### src/rtl/capevt_pkg.sv
package capevt_pkg;

    // number of hardware event sources: rise, fall, overflow
    localparam int NSRC  = 3;
    // status layout: global, three sources, rising overrun
    localparam int NFLAG = NSRC + 2;

    localparam int S_RISE = 0;
    localparam int S_FALL = 1;
    localparam int S_OVF  = 2;

    localparam int B_GLB  = 0;
    localparam int B_SRC0 = 1;
    localparam int B_ROVR = B_SRC0 + NSRC;

    typedef enum logic [1:0] {
        A_CTRL = 2'd0,
        A_STAT = 2'd1,
        A_CLR  = 2'd2,
        A_FRC  = 2'd3
    } reg_addr_e;

    typedef struct packed {
        logic [NSRC-1:0] src;
        logic            ovr;
    } flag_st_t;

    typedef struct packed {
        logic glob;
        logic pulse;
    } irq_st_t;

    typedef struct packed {
        logic [NSRC-1:0] en;
    } ctl_st_t;

endpackage

### src/rtl/capevt_regif.sv
module capevt_regif
    import capevt_pkg::*;
#(
    parameter int DW = 8
) (
    input  logic             clk,
    input  logic             rst_n,
    input  logic             wr_i,
    input  logic [1:0]       addr_i,
    input  logic [DW-1:0]    wdata_i,
    input  logic [NFLAG-1:0] status_i,
    output logic [NSRC-1:0]  en_o,
    output logic [NFLAG-1:0] clr_o,
    output logic [NSRC-1:0]  frc_o,
    output logic [DW-1:0]    rdata_o
);

    ctl_st_t st_d, st_q;

    logic unused_wdata;
    assign unused_wdata = ^wdata_i;

    always_comb begin
        st_d  = st_q;
        clr_o = '0;
        frc_o = '0;
        if (wr_i) begin
            case (reg_addr_e'(addr_i))
                A_CTRL:  st_d.en = wdata_i[NSRC-1:0];
                A_CLR:   clr_o   = wdata_i[NFLAG-1:0];
                A_FRC:   frc_o   = wdata_i[B_SRC0 +: NSRC];
                default: ;
            endcase
        end
    end

    always_comb begin
        rdata_o = '0;
        case (reg_addr_e'(addr_i))
            A_CTRL:  rdata_o[NSRC-1:0]  = st_q.en;
            A_STAT:  rdata_o[NFLAG-1:0] = status_i;
            default: ;
        endcase
    end

    always_ff @(posedge clk) begin
        if (!rst_n) st_q <= '0;
        else        st_q <= st_d;
    end

    assign en_o = st_q.en;


    ctrl_write_chk: assert property (@(posedge clk) disable iff (!rst_n)
        (wr_i && addr_i == 2'd0) |=> (en_o == $past(wdata_i[NSRC-1:0])));

endmodule

### src/rtl/capevt_flag_bank.sv
module capevt_flag_bank
    import capevt_pkg::*;
(
    input  logic            clk,
    input  logic            rst_n,
    input  logic [NSRC-1:0] hw_evt_i,
    input  logic [NSRC-1:0] frc_i,
    input  logic [NSRC-1:0] clr_src_i,
    input  logic            clr_ovr_i,
    output logic [NSRC-1:0] src_o,
    output logic            ovr_o
);

    flag_st_t        st_d, st_q;
    logic [NSRC-1:0] set_w;
    logic            ovr_set;

    for (genvar g = 0; g < NSRC; g++) begin : g_set
        assign set_w[g] = hw_evt_i[g] | frc_i[g];
    end

    // a new rise while the previous one is unacknowledged
    assign ovr_set = set_w[S_RISE] & st_q.src[S_RISE];

    always_comb begin
        st_d = st_q;
        for (int i = 0; i < NSRC; i++) begin
            if (set_w[i])          st_d.src[i] = 1'b1;
            else if (clr_src_i[i]) st_d.src[i] = 1'b0;
        end
        if (ovr_set)        st_d.ovr = 1'b1;
        else if (clr_ovr_i) st_d.ovr = 1'b0;
    end

    always_ff @(posedge clk) begin
        if (!rst_n) st_q <= '0;
        else        st_q <= st_d;
    end

    assign src_o = st_q.src;
    assign ovr_o = st_q.ovr;


    set_wins_chk: assert property (@(posedge clk) disable iff (!rst_n)
        (set_w != '0) |=> ((src_o & $past(set_w)) == $past(set_w)));


    clear_takes_chk: assert property (@(posedge clk) disable iff (!rst_n)
        (clr_src_i[S_FALL] && !set_w[S_FALL]) |=> !src_o[S_FALL]);


    rise_overrun_chk: assert property (@(posedge clk) disable iff (!rst_n)
        (set_w[S_RISE] && src_o[S_RISE]) |=> ovr_o);

endmodule

### src/rtl/capevt_irq_gen.sv
module capevt_irq_gen
    import capevt_pkg::*;
(
    input  logic            clk,
    input  logic            rst_n,
    input  logic [NSRC-1:0] src_i,
    input  logic            ovr_i,
    input  logic [NSRC-1:0] en_i,
    input  logic            clr_glb_i,
    output logic            glob_o,
    output logic            pulse_o
);

    irq_st_t st_d, st_q;
    logic    pend;

    // overrun shares the rise enable
    assign pend = (|(src_i & en_i)) | (ovr_i & en_i[S_RISE]);

    always_comb begin
        st_d       = st_q;
        st_d.pulse = pend & ~st_q.glob;
        if (st_d.pulse)     st_d.glob = 1'b1;
        else if (clr_glb_i) st_d.glob = 1'b0;
    end

    always_ff @(posedge clk) begin
        if (!rst_n) st_q <= '0;
        else        st_q <= st_d;
    end

    assign glob_o  = st_q.glob;
    assign pulse_o = st_q.pulse;


    one_cycle_pulse_chk: assert property (@(posedge clk) disable iff (!rst_n)
        pulse_o |=> !pulse_o);


    pulse_sets_glob_chk: assert property (@(posedge clk) disable iff (!rst_n)
        pulse_o |-> glob_o);


    glob_sticky_chk: assert property (@(posedge clk) disable iff (!rst_n)
        (glob_o && !clr_glb_i) |=> glob_o);

endmodule

### src/rtl/capevt_irq_ctrl.sv
module capevt_irq_ctrl
    import capevt_pkg::*;
#(
    parameter int DW = 8
) (
    input  logic          clk,
    input  logic          rst_n,
    input  logic          evt_rise_i,
    input  logic          evt_fall_i,
    input  logic          evt_ovf_i,
    input  logic          reg_wr_i,
    input  logic [1:0]    reg_addr_i,
    input  logic [DW-1:0] reg_wdata_i,
    output logic [DW-1:0] reg_rdata_o,
    output logic [4:0]    flags_o,
    output logic          irq_pulse_o
);

    logic [NSRC-1:0]  hw_evt;
    logic [NSRC-1:0]  en;
    logic [NSRC-1:0]  frc;
    logic [NFLAG-1:0] clr;
    logic [NFLAG-1:0] status;
    logic [NSRC-1:0]  src;
    logic             ovr;
    logic             glob;
    logic             pulse;

    always_comb begin
        hw_evt         = '0;
        hw_evt[S_RISE] = evt_rise_i;
        hw_evt[S_FALL] = evt_fall_i;
        hw_evt[S_OVF]  = evt_ovf_i;
    end

    capevt_regif #(.DW(DW)) i_regif (
        .clk      (clk),
        .rst_n    (rst_n),
        .wr_i     (reg_wr_i),
        .addr_i   (reg_addr_i),
        .wdata_i  (reg_wdata_i),
        .status_i (status),
        .en_o     (en),
        .clr_o    (clr),
        .frc_o    (frc),
        .rdata_o  (reg_rdata_o)
    );

    capevt_flag_bank i_flags (
        .clk       (clk),
        .rst_n     (rst_n),
        .hw_evt_i  (hw_evt),
        .frc_i     (frc),
        .clr_src_i (clr[B_SRC0 +: NSRC]),
        .clr_ovr_i (clr[B_ROVR]),
        .src_o     (src),
        .ovr_o     (ovr)
    );

    capevt_irq_gen i_irq (
        .clk       (clk),
        .rst_n     (rst_n),
        .src_i     (src),
        .ovr_i     (ovr),
        .en_i      (en),
        .clr_glb_i (clr[B_GLB]),
        .glob_o    (glob),
        .pulse_o   (pulse)
    );

    always_comb begin
        status                  = '0;
        status[B_GLB]           = glob;
        status[B_SRC0 +: NSRC]  = src;
        status[B_ROVR]          = ovr;
    end

    assign flags_o     = status;
    assign irq_pulse_o = pulse;


    pulse_needs_enabled_chk: assert property (@(posedge clk) disable iff (!rst_n)
        irq_pulse_o |-> $past(((src & en) != '0) || (ovr && en[S_RISE])));


    reset_state_chk: assert property (@(posedge clk)
        !rst_n |=> (flags_o == '0 && !irq_pulse_o));

endmodule

### config.mk
export PLATFORM = sky130hd
export DESIGN_NAME = capevt_irq_ctrl
export DESIGN_NICKNAME = d
export VERILOG_FILES = /design/src/rtl/capevt_pkg.sv /design/src/rtl/capevt_regif.sv /design/src/rtl/capevt_flag_bank.sv /design/src/rtl/capevt_irq_gen.sv /design/src/rtl/capevt_irq_ctrl.sv
export SDC_FILE = /design/constraint.sdc
export NUM_CORES = 1
export LEC_CHECK = 0
export ABC_AREA = 0
export BUFFER_PORTS_ARGS = -buffer_cell sky130_fd_sc_hd__buf_2
export CELL_PAD_IN_SITES_DETAIL_PLACEMENT = 0
export CELL_PAD_IN_SITES_GLOBAL_PLACEMENT = 1
export CORE_ASPECT_RATIO = 0.8
export CORE_MARGIN = 2
export CORE_UTILIZATION = 28
export DETAILED_ROUTE_END_ITERATION = 7
export GPL_ROUTABILITY_DRIVEN = 1
export PLACE_DENSITY_LB_ADDON = 0.1
export REMOVE_ABC_BUFFERS = 1
export SYNTH_ARGS = -nofsm -noshare
export SYNTH_HDL_FRONTEND = slang
export SYNTH_SLANG_ARGS = --single-unit
### constraint.sdc
create_clock -name clk -period 1.2 [get_ports clk]
set_input_delay 0.18 -clock clk [delete_from_list [all_inputs] [get_ports clk]]
set_output_delay 0.18 -clock clk [all_outputs]
set_load 0.02 [all_outputs]
==> results of run 1 <==
-- cells by family (layout without fill, tap and decap cells) --
kind of cell	Yosys count	after routing
compound gates	10	10
other cells	1	3
mux	6	6
simple gates	20	20
flops	9	9
buf+inv	10	30
-- per-layer routing --
| metal | global-route usage (%) | vias up |
|---|---|---|
| li1 | - | 236 |
| met1 | 16.0 | 220 |
| met2 | 17.7 | 15 |
| met3 | 6.47 | 2 |
| met4 | 4.86 | 0 |
| met5 | 0 | - |
-- cells in the mapped netlist --
| master | count |
|---|---|
| conb_1 | 1 |
| o21ai_0 | 2 |
| a22oi_1 | 1 |
| mux2i_1 | 6 |
| nand3_1 | 2 |
| o22ai_1 | 1 |
| buf_4 | 6 |
| nand2_1 | 3 |
| nor2_1 | 9 |
| nand3b_1 | 1 |
| dfxtp_1 | 9 |
| nor3_1 | 2 |
| inv_1 | 3 |
| and3b_2 | 2 |
| a41oi_1 | 1 |
| a211oi_1 | 3 |
| nor3b_4 | 1 |
| o221a_2 | 1 |
| buf_6 | 1 |
| o211ai_1 | 1 |
-- flip-flops by register name, summed over array words and instances (netlist names) --
signal         cells
i_flags.src_o      3
i_regif.en_o       3
i_flags.ovr_o      1
i_irq.glob_o       1
i_irq.pulse_o      1
-- metrics by stage --
step                      worst slack, ns  area, um2  total power [mW]
final                              0.0708        627             0.717
after global routing             -0.00181        627             0.764
after CTS                          0.0159        618             0.722
after detailed placement            0.144        591             0.489
after global placement              0.140        591             0.488
after floorplan                     0.141        448             0.420
-- worst max-delay path: cells and delay by family (launching register included) --
family	cells	cell delay (ns)
buffers and inverters	1	0.15
flip-flops	1	0.33
AND/OR/NAND/NOR	1	0.20
-- final timing paths --
path               startpoint               to  slack [ns]
min reg2reg      i_irq.glob_o    i_irq.pulse_o        0.47
max reg2reg  i_flags.src_o[1]     i_irq.glob_o        0.18
min            reg_wdata_i[2]  i_regif.en_o[2]        0.18
max             i_flags.ovr_o   reg_rdata_o[4]        0.07
-- power by group --
part | switching, mW | internal [mW] | total (mW)
clock | 0.104 | 0.128 | 0.232
sequential | 0.0173 | 0.321 | 0.338
combinational | 0.0889 | 0.0577 | 0.147
-- what timing repair did --
item,in CTS,in global routing
gates resized for setup,1,6
endpoints found under the setup margin,1,4
hold buffers,0,0
-- area by class of cell --
| class | count | share of cell area, % |
|---|---|---|
| clock buffer | 4 | 4.19 |
| multi-input combinational | 39 | 40.9 |
| sequential | 9 | 29.9 |
| inverter | 3 | 1.80 |
| timing repair buffer | 23 | 18.8 |
| tap | 22 | 4.39 |
==> results.ini, run 1 <==
[detailed_routing]
wirelength_um=1170
wl_met2_um=514
met3_length_um=65
vias_per_cell=4.73
drt_first_pass_iters=4
dr.first_iter.drc_count=6
top_layer=met4
wl_per_cell_um=11.7
final_antenna_net_count=0
post-route-drc-count=0
vias=473
wl_met1_um=571

[power_and_ir_drop]
p_leak_nw=0.309
p_per_area_nw_per_um2=1140
max-vdd-ir-drop_mv=0.445

[floorplanning]
die_w_um=51.1
pin_count=30
dieArea_um2=2130
rows=13
start_util_pct=30.2
core_area_um2=1640
die_y_um=41.7

[sta]
finalCritPeriodShare_pct=94.1
layout_min_cycle_time_ns=1.13
maxSlewViolCount=0
clock_skew_ns=0.00568
finalHoldViolations=0
clock.fmax_ghz=0.886
finalSetupViolCount=0
setup_tns_ns=0
rsz0062_at_grt=true
whs_ns=0.179

[setup_path]
arrival_ns=0.95
cp.required_ns=1.02
cp-end-kind=output port
cp_cell_sequence=and3b_2 > buf_2
cp_slowest_cell=dfxtp_2
r2r_cells=3
setup.worst_path.start_class=flip-flop
critPathMaxStageDelay_ns=0.33
path_class=reg2out
critPathMaxFanout=4

[clock_tree]
numCtsBuffers=3
cts_sinks=9
clk_latency_ns=0.26
clockRootBuffer=clkbuf_4
cts_tree=yes
clk_pin_slew_worst_paths_ns=0.06
cts_setup_buffers=0
h-tree-depth=1
clockBufferDepth=2

[grt]
antenna_found_initial=0
grt_overflow_total=0
gr-usage-all-layers_pct=12.5
grt_pass1_vias=415
grt_pass1_wl_um=1950
grt_max_degree=11

[place]
routabilityCongestion=0.710
place_inst=96
io_buffers=23
post-dp-hpwl_um=904

[synth]
synth_top_family_by_area=simple AND/OR/NAND/NOR gates
syn_avg_cell_area_um2=8.87
synth_cells=56
synth_cell_types=20
synth_simple_gate_area_share_pct=22.4
yosysTopAreaCellShare_pct=36.3
synth_area_um2=497
synth-adder-area-share_pct=0
yosys.area.top_type=dfxtp_1
synth-compound-area-share_pct=14.9
synth-seq-cells=9
ys_warn_count=0
synth_area_leaders=dfxtp_1 (36%), mux2i_1 (12%), buf_4 (9.1%)
ys_seq_area_share_pct=36.3
synth-xor-area-share_pct=0
synthMuxAreaShare_pct=12.1

[finish]
drive_gt1_share_pct=46.2
fill_cells=180
layout_common_cells=buf_2 (22), nor2_1 (9), mux2i_1 (6), dfxtp_2 (6)
multi_input_area_um2=256
layout.cells.non_filler=100
fin_util_pct=38.2
seqCellArea_um2=188
area_delta_synth_final_pct=26.2
antennaDiodeCount=0
fin_nets=95
final_common_cell=buf_2

[flow_run]
drv_cap=0

[status]
run_status=finished clean

[min_path]
hold_depth=3
hold_class=in2reg

No activity file was read; power rests on OpenSTA's default activity.
==> run 2: changes to the inputs <==
Settings changed: BUFFER_PORTS_ARGS -buffer_cell sky130_fd_sc_hd__buf_2 to default, CORE_UTILIZATION 28 to 30, DONT_BUFFER_PORTS from default to 1.
==> results.ini, run 2 (synthesized netlist as in run 1, its figures left out) <==
[place]
post-dp-hpwl_um=907  ; +0.43%
routabilityCongestion=0.741  ; +4.3%
dp_slack_ns=0.189  ; +0.0458 ns
io_buffers=0  ; -100%

[sta]
worst_slack_ns=-0.0403  ; -0.111 ns
rsz0062_at_grt=true
finalSetupViolCount=1  ; +1
maxSlewViolCount=0  ; unchanged
layout_min_cycle_time_ns=1.24  ; +0.111 ns
finalHoldViolations=0  ; unchanged
clock.fmax_ghz=0.806  ; -9.0%
setup_tns_ns=-0.0403  ; -0.0403 ns
finalCritPeriodShare_pct=103  ; +9.3 points
clock_skew_ns=0.00231  ; -0.00337 ns

[setup_path]
arrival_ns=1.06  ; +0.11 ns
path_class=reg2out
cp-end-kind=output port
critPathMaxFanout=3  ; -1
cp.required_ns=1.02  ; about the same
setup.worst_path.start_class=flip-flop

[finish]
multi_input_area_um2=265  ; +3.4%
fin_nets=81  ; -15%
antennaDiodeCount=0  ; unchanged
layout_common_cells=nor2_1 (9), buf_4 (7), dfxtp_2 (6)
drive_gt1_share_pct=37.5  ; -8.7 points
seqCellArea_um2=188  ; unchanged
final_common_cell=nor2_1
fill_cells=186  ; +3.3%
area_delta_synth_final_pct=19.4

[clock_tree]
cts.hold.buffers_added=0  ; unchanged
numCtsBuffers=3  ; unchanged
clk_pin_slew_worst_paths_ns=0.06  ; about the same
clk_latency_ns=0.26  ; about the same
cts_sinks=9  ; unchanged
clockBufferDepth=2  ; unchanged
clockRootBuffer=clkbuf_4
h-tree-depth=1  ; unchanged
cts_tree=yes

[grt]
grt_pass1_wl_um=1890  ; -2.8%
antenna_found_initial=0  ; unchanged
grt_overflow_total=0  ; unchanged
grt_max_degree=11  ; unchanged
gr-usage-all-layers_pct=14.2  ; +1.6 points
grt_pass1_vias=388  ; -6.5%

[min_path]
hold_class=in2reg

[detailed_routing]
drt_first_pass_iters=4  ; unchanged
final_antenna_net_count=0  ; unchanged
post-route-drc-count=0  ; unchanged
wl_per_cell_um=13.9  ; +19%
dr.first_iter.drc_count=9  ; +3
vias=426  ; -9.9%
vias_per_cell=4.95  ; +4.7%
wirelength_um=1200  ; +2.6%

[floorplanning]
dieArea_um2=2000  ; -6.1%
die_y_um=40.4  ; -3.1%
core_area_um2=1590  ; -3.0%
rows=13  ; unchanged
die_w_um=49.5  ; -3.1%
start_util_pct=31.2  ; +0.93 points
pin_count=30  ; unchanged

[power_and_ir_drop]
swShare_pct=28.1  ; -1.2 points
power_frac_comb_pct=18.3  ; -2.1 points
clkPwrFrac_pct=34.0  ; +1.7 points
switchingPower_uw=199  ; -5.2%
p_per_area_nw_per_um2=1190  ; +4.3%
p_leak_nw=0.252  ; -18%
max-vdd-ir-drop_mv=0.591  ; +33%
seqPwrFrac_pct=47.7  ; +0.5 points
internal_power_uw=509  ; +0.32%

[status]
run_status=complete, but fails checks
violations=negative setup slack

[flow_run]
drv_cap=0  ; unchanged

==> run 2: changes by cell type in the layout (fill, tap and decap cells not counted), sizes merged <==
cell / delta
buf: -14
==> run 2: what timing repair did <==
action	CTS	global route
hold endpoints to repair	0	0
endpoints found under the setup margin	2	5
pin swaps	1	1
resized for setup	2	8
gates cloned	0	0
setup buffers	1	0
==> run 2: routing by layer <==
layer | part of all wire, % | vias up | global-route usage (%) | routed length (um)
met2 | 50 | 15 | 23.3 | 598
met1 | 43 | 203 | 15.1 | 516
met3 | 5.1 | 2 | 7.46 | 61
met5 | 0 | - | 0 | 0
met4 | 1.6 | 0 | 8.33 | 19
li1 | - | 206 | - | -
==> run 2: final cells by class <==
class | instances | area share (%)
Inverter | 3 | 1.90
Tap cell | 22 | 4.64
Sequential cell | 9 | 31.6
Timing Repair Buffer | 9 | 12.7
Multi-Input combinational cell | 39 | 44.7
Clock buffer | 4 | 4.43
==> run 2: power groups by stage <==
stage | sequential, mW | combinational, mW | clock, mW
finish | 0.337 | 0.129 | 0.241
global route | 0.341 | 0.140 | 0.265
CTS | 0.334 | 0.126 | 0.251
detailed placement | 0.341 | 0.120 | 0
global placement | 0.340 | 0.117 | 0
floorplan | 0.357 | 0.0632 | 0
==> run 2: final timing paths <==
kind | end | slack, ns | cells after the start | from
max | reg_rdata_o[2] | -0.04 | 4 | i_flags.src_o[1]
max reg2reg | i_irq.glob_o | 0.12 | 4 | i_flags.src_o[1]
min reg2reg | i_irq.pulse_o | 0.46 | 1 | i_irq.glob_o
min | i_irq.glob_o | 0.05 | 1 | rst_n
==> run 2: stage by stage <==
step	instances	util [%]	hold WS [ns]	total power, mW	instance area [um2]
after floorplan	51	-	0.327	0.420	448
after global placement	81	33.6	0.328	0.457	536
after detailed placement	81	33.6	0.331	0.460	536
after CTS	86	36.0	0.0462	0.711	574
after global routing	86	37.2	0.0273	0.746	593
final	86	37.2	0.0488	0.708	593
==> run 2: worst max-delay path, stage by stage, from the launching register on <==
cell	delay (ns)
dfxtp_2	0.32
buf_6	0.13
mux2i_2	0.15
nor2_1	0.05
buf_4	0.15
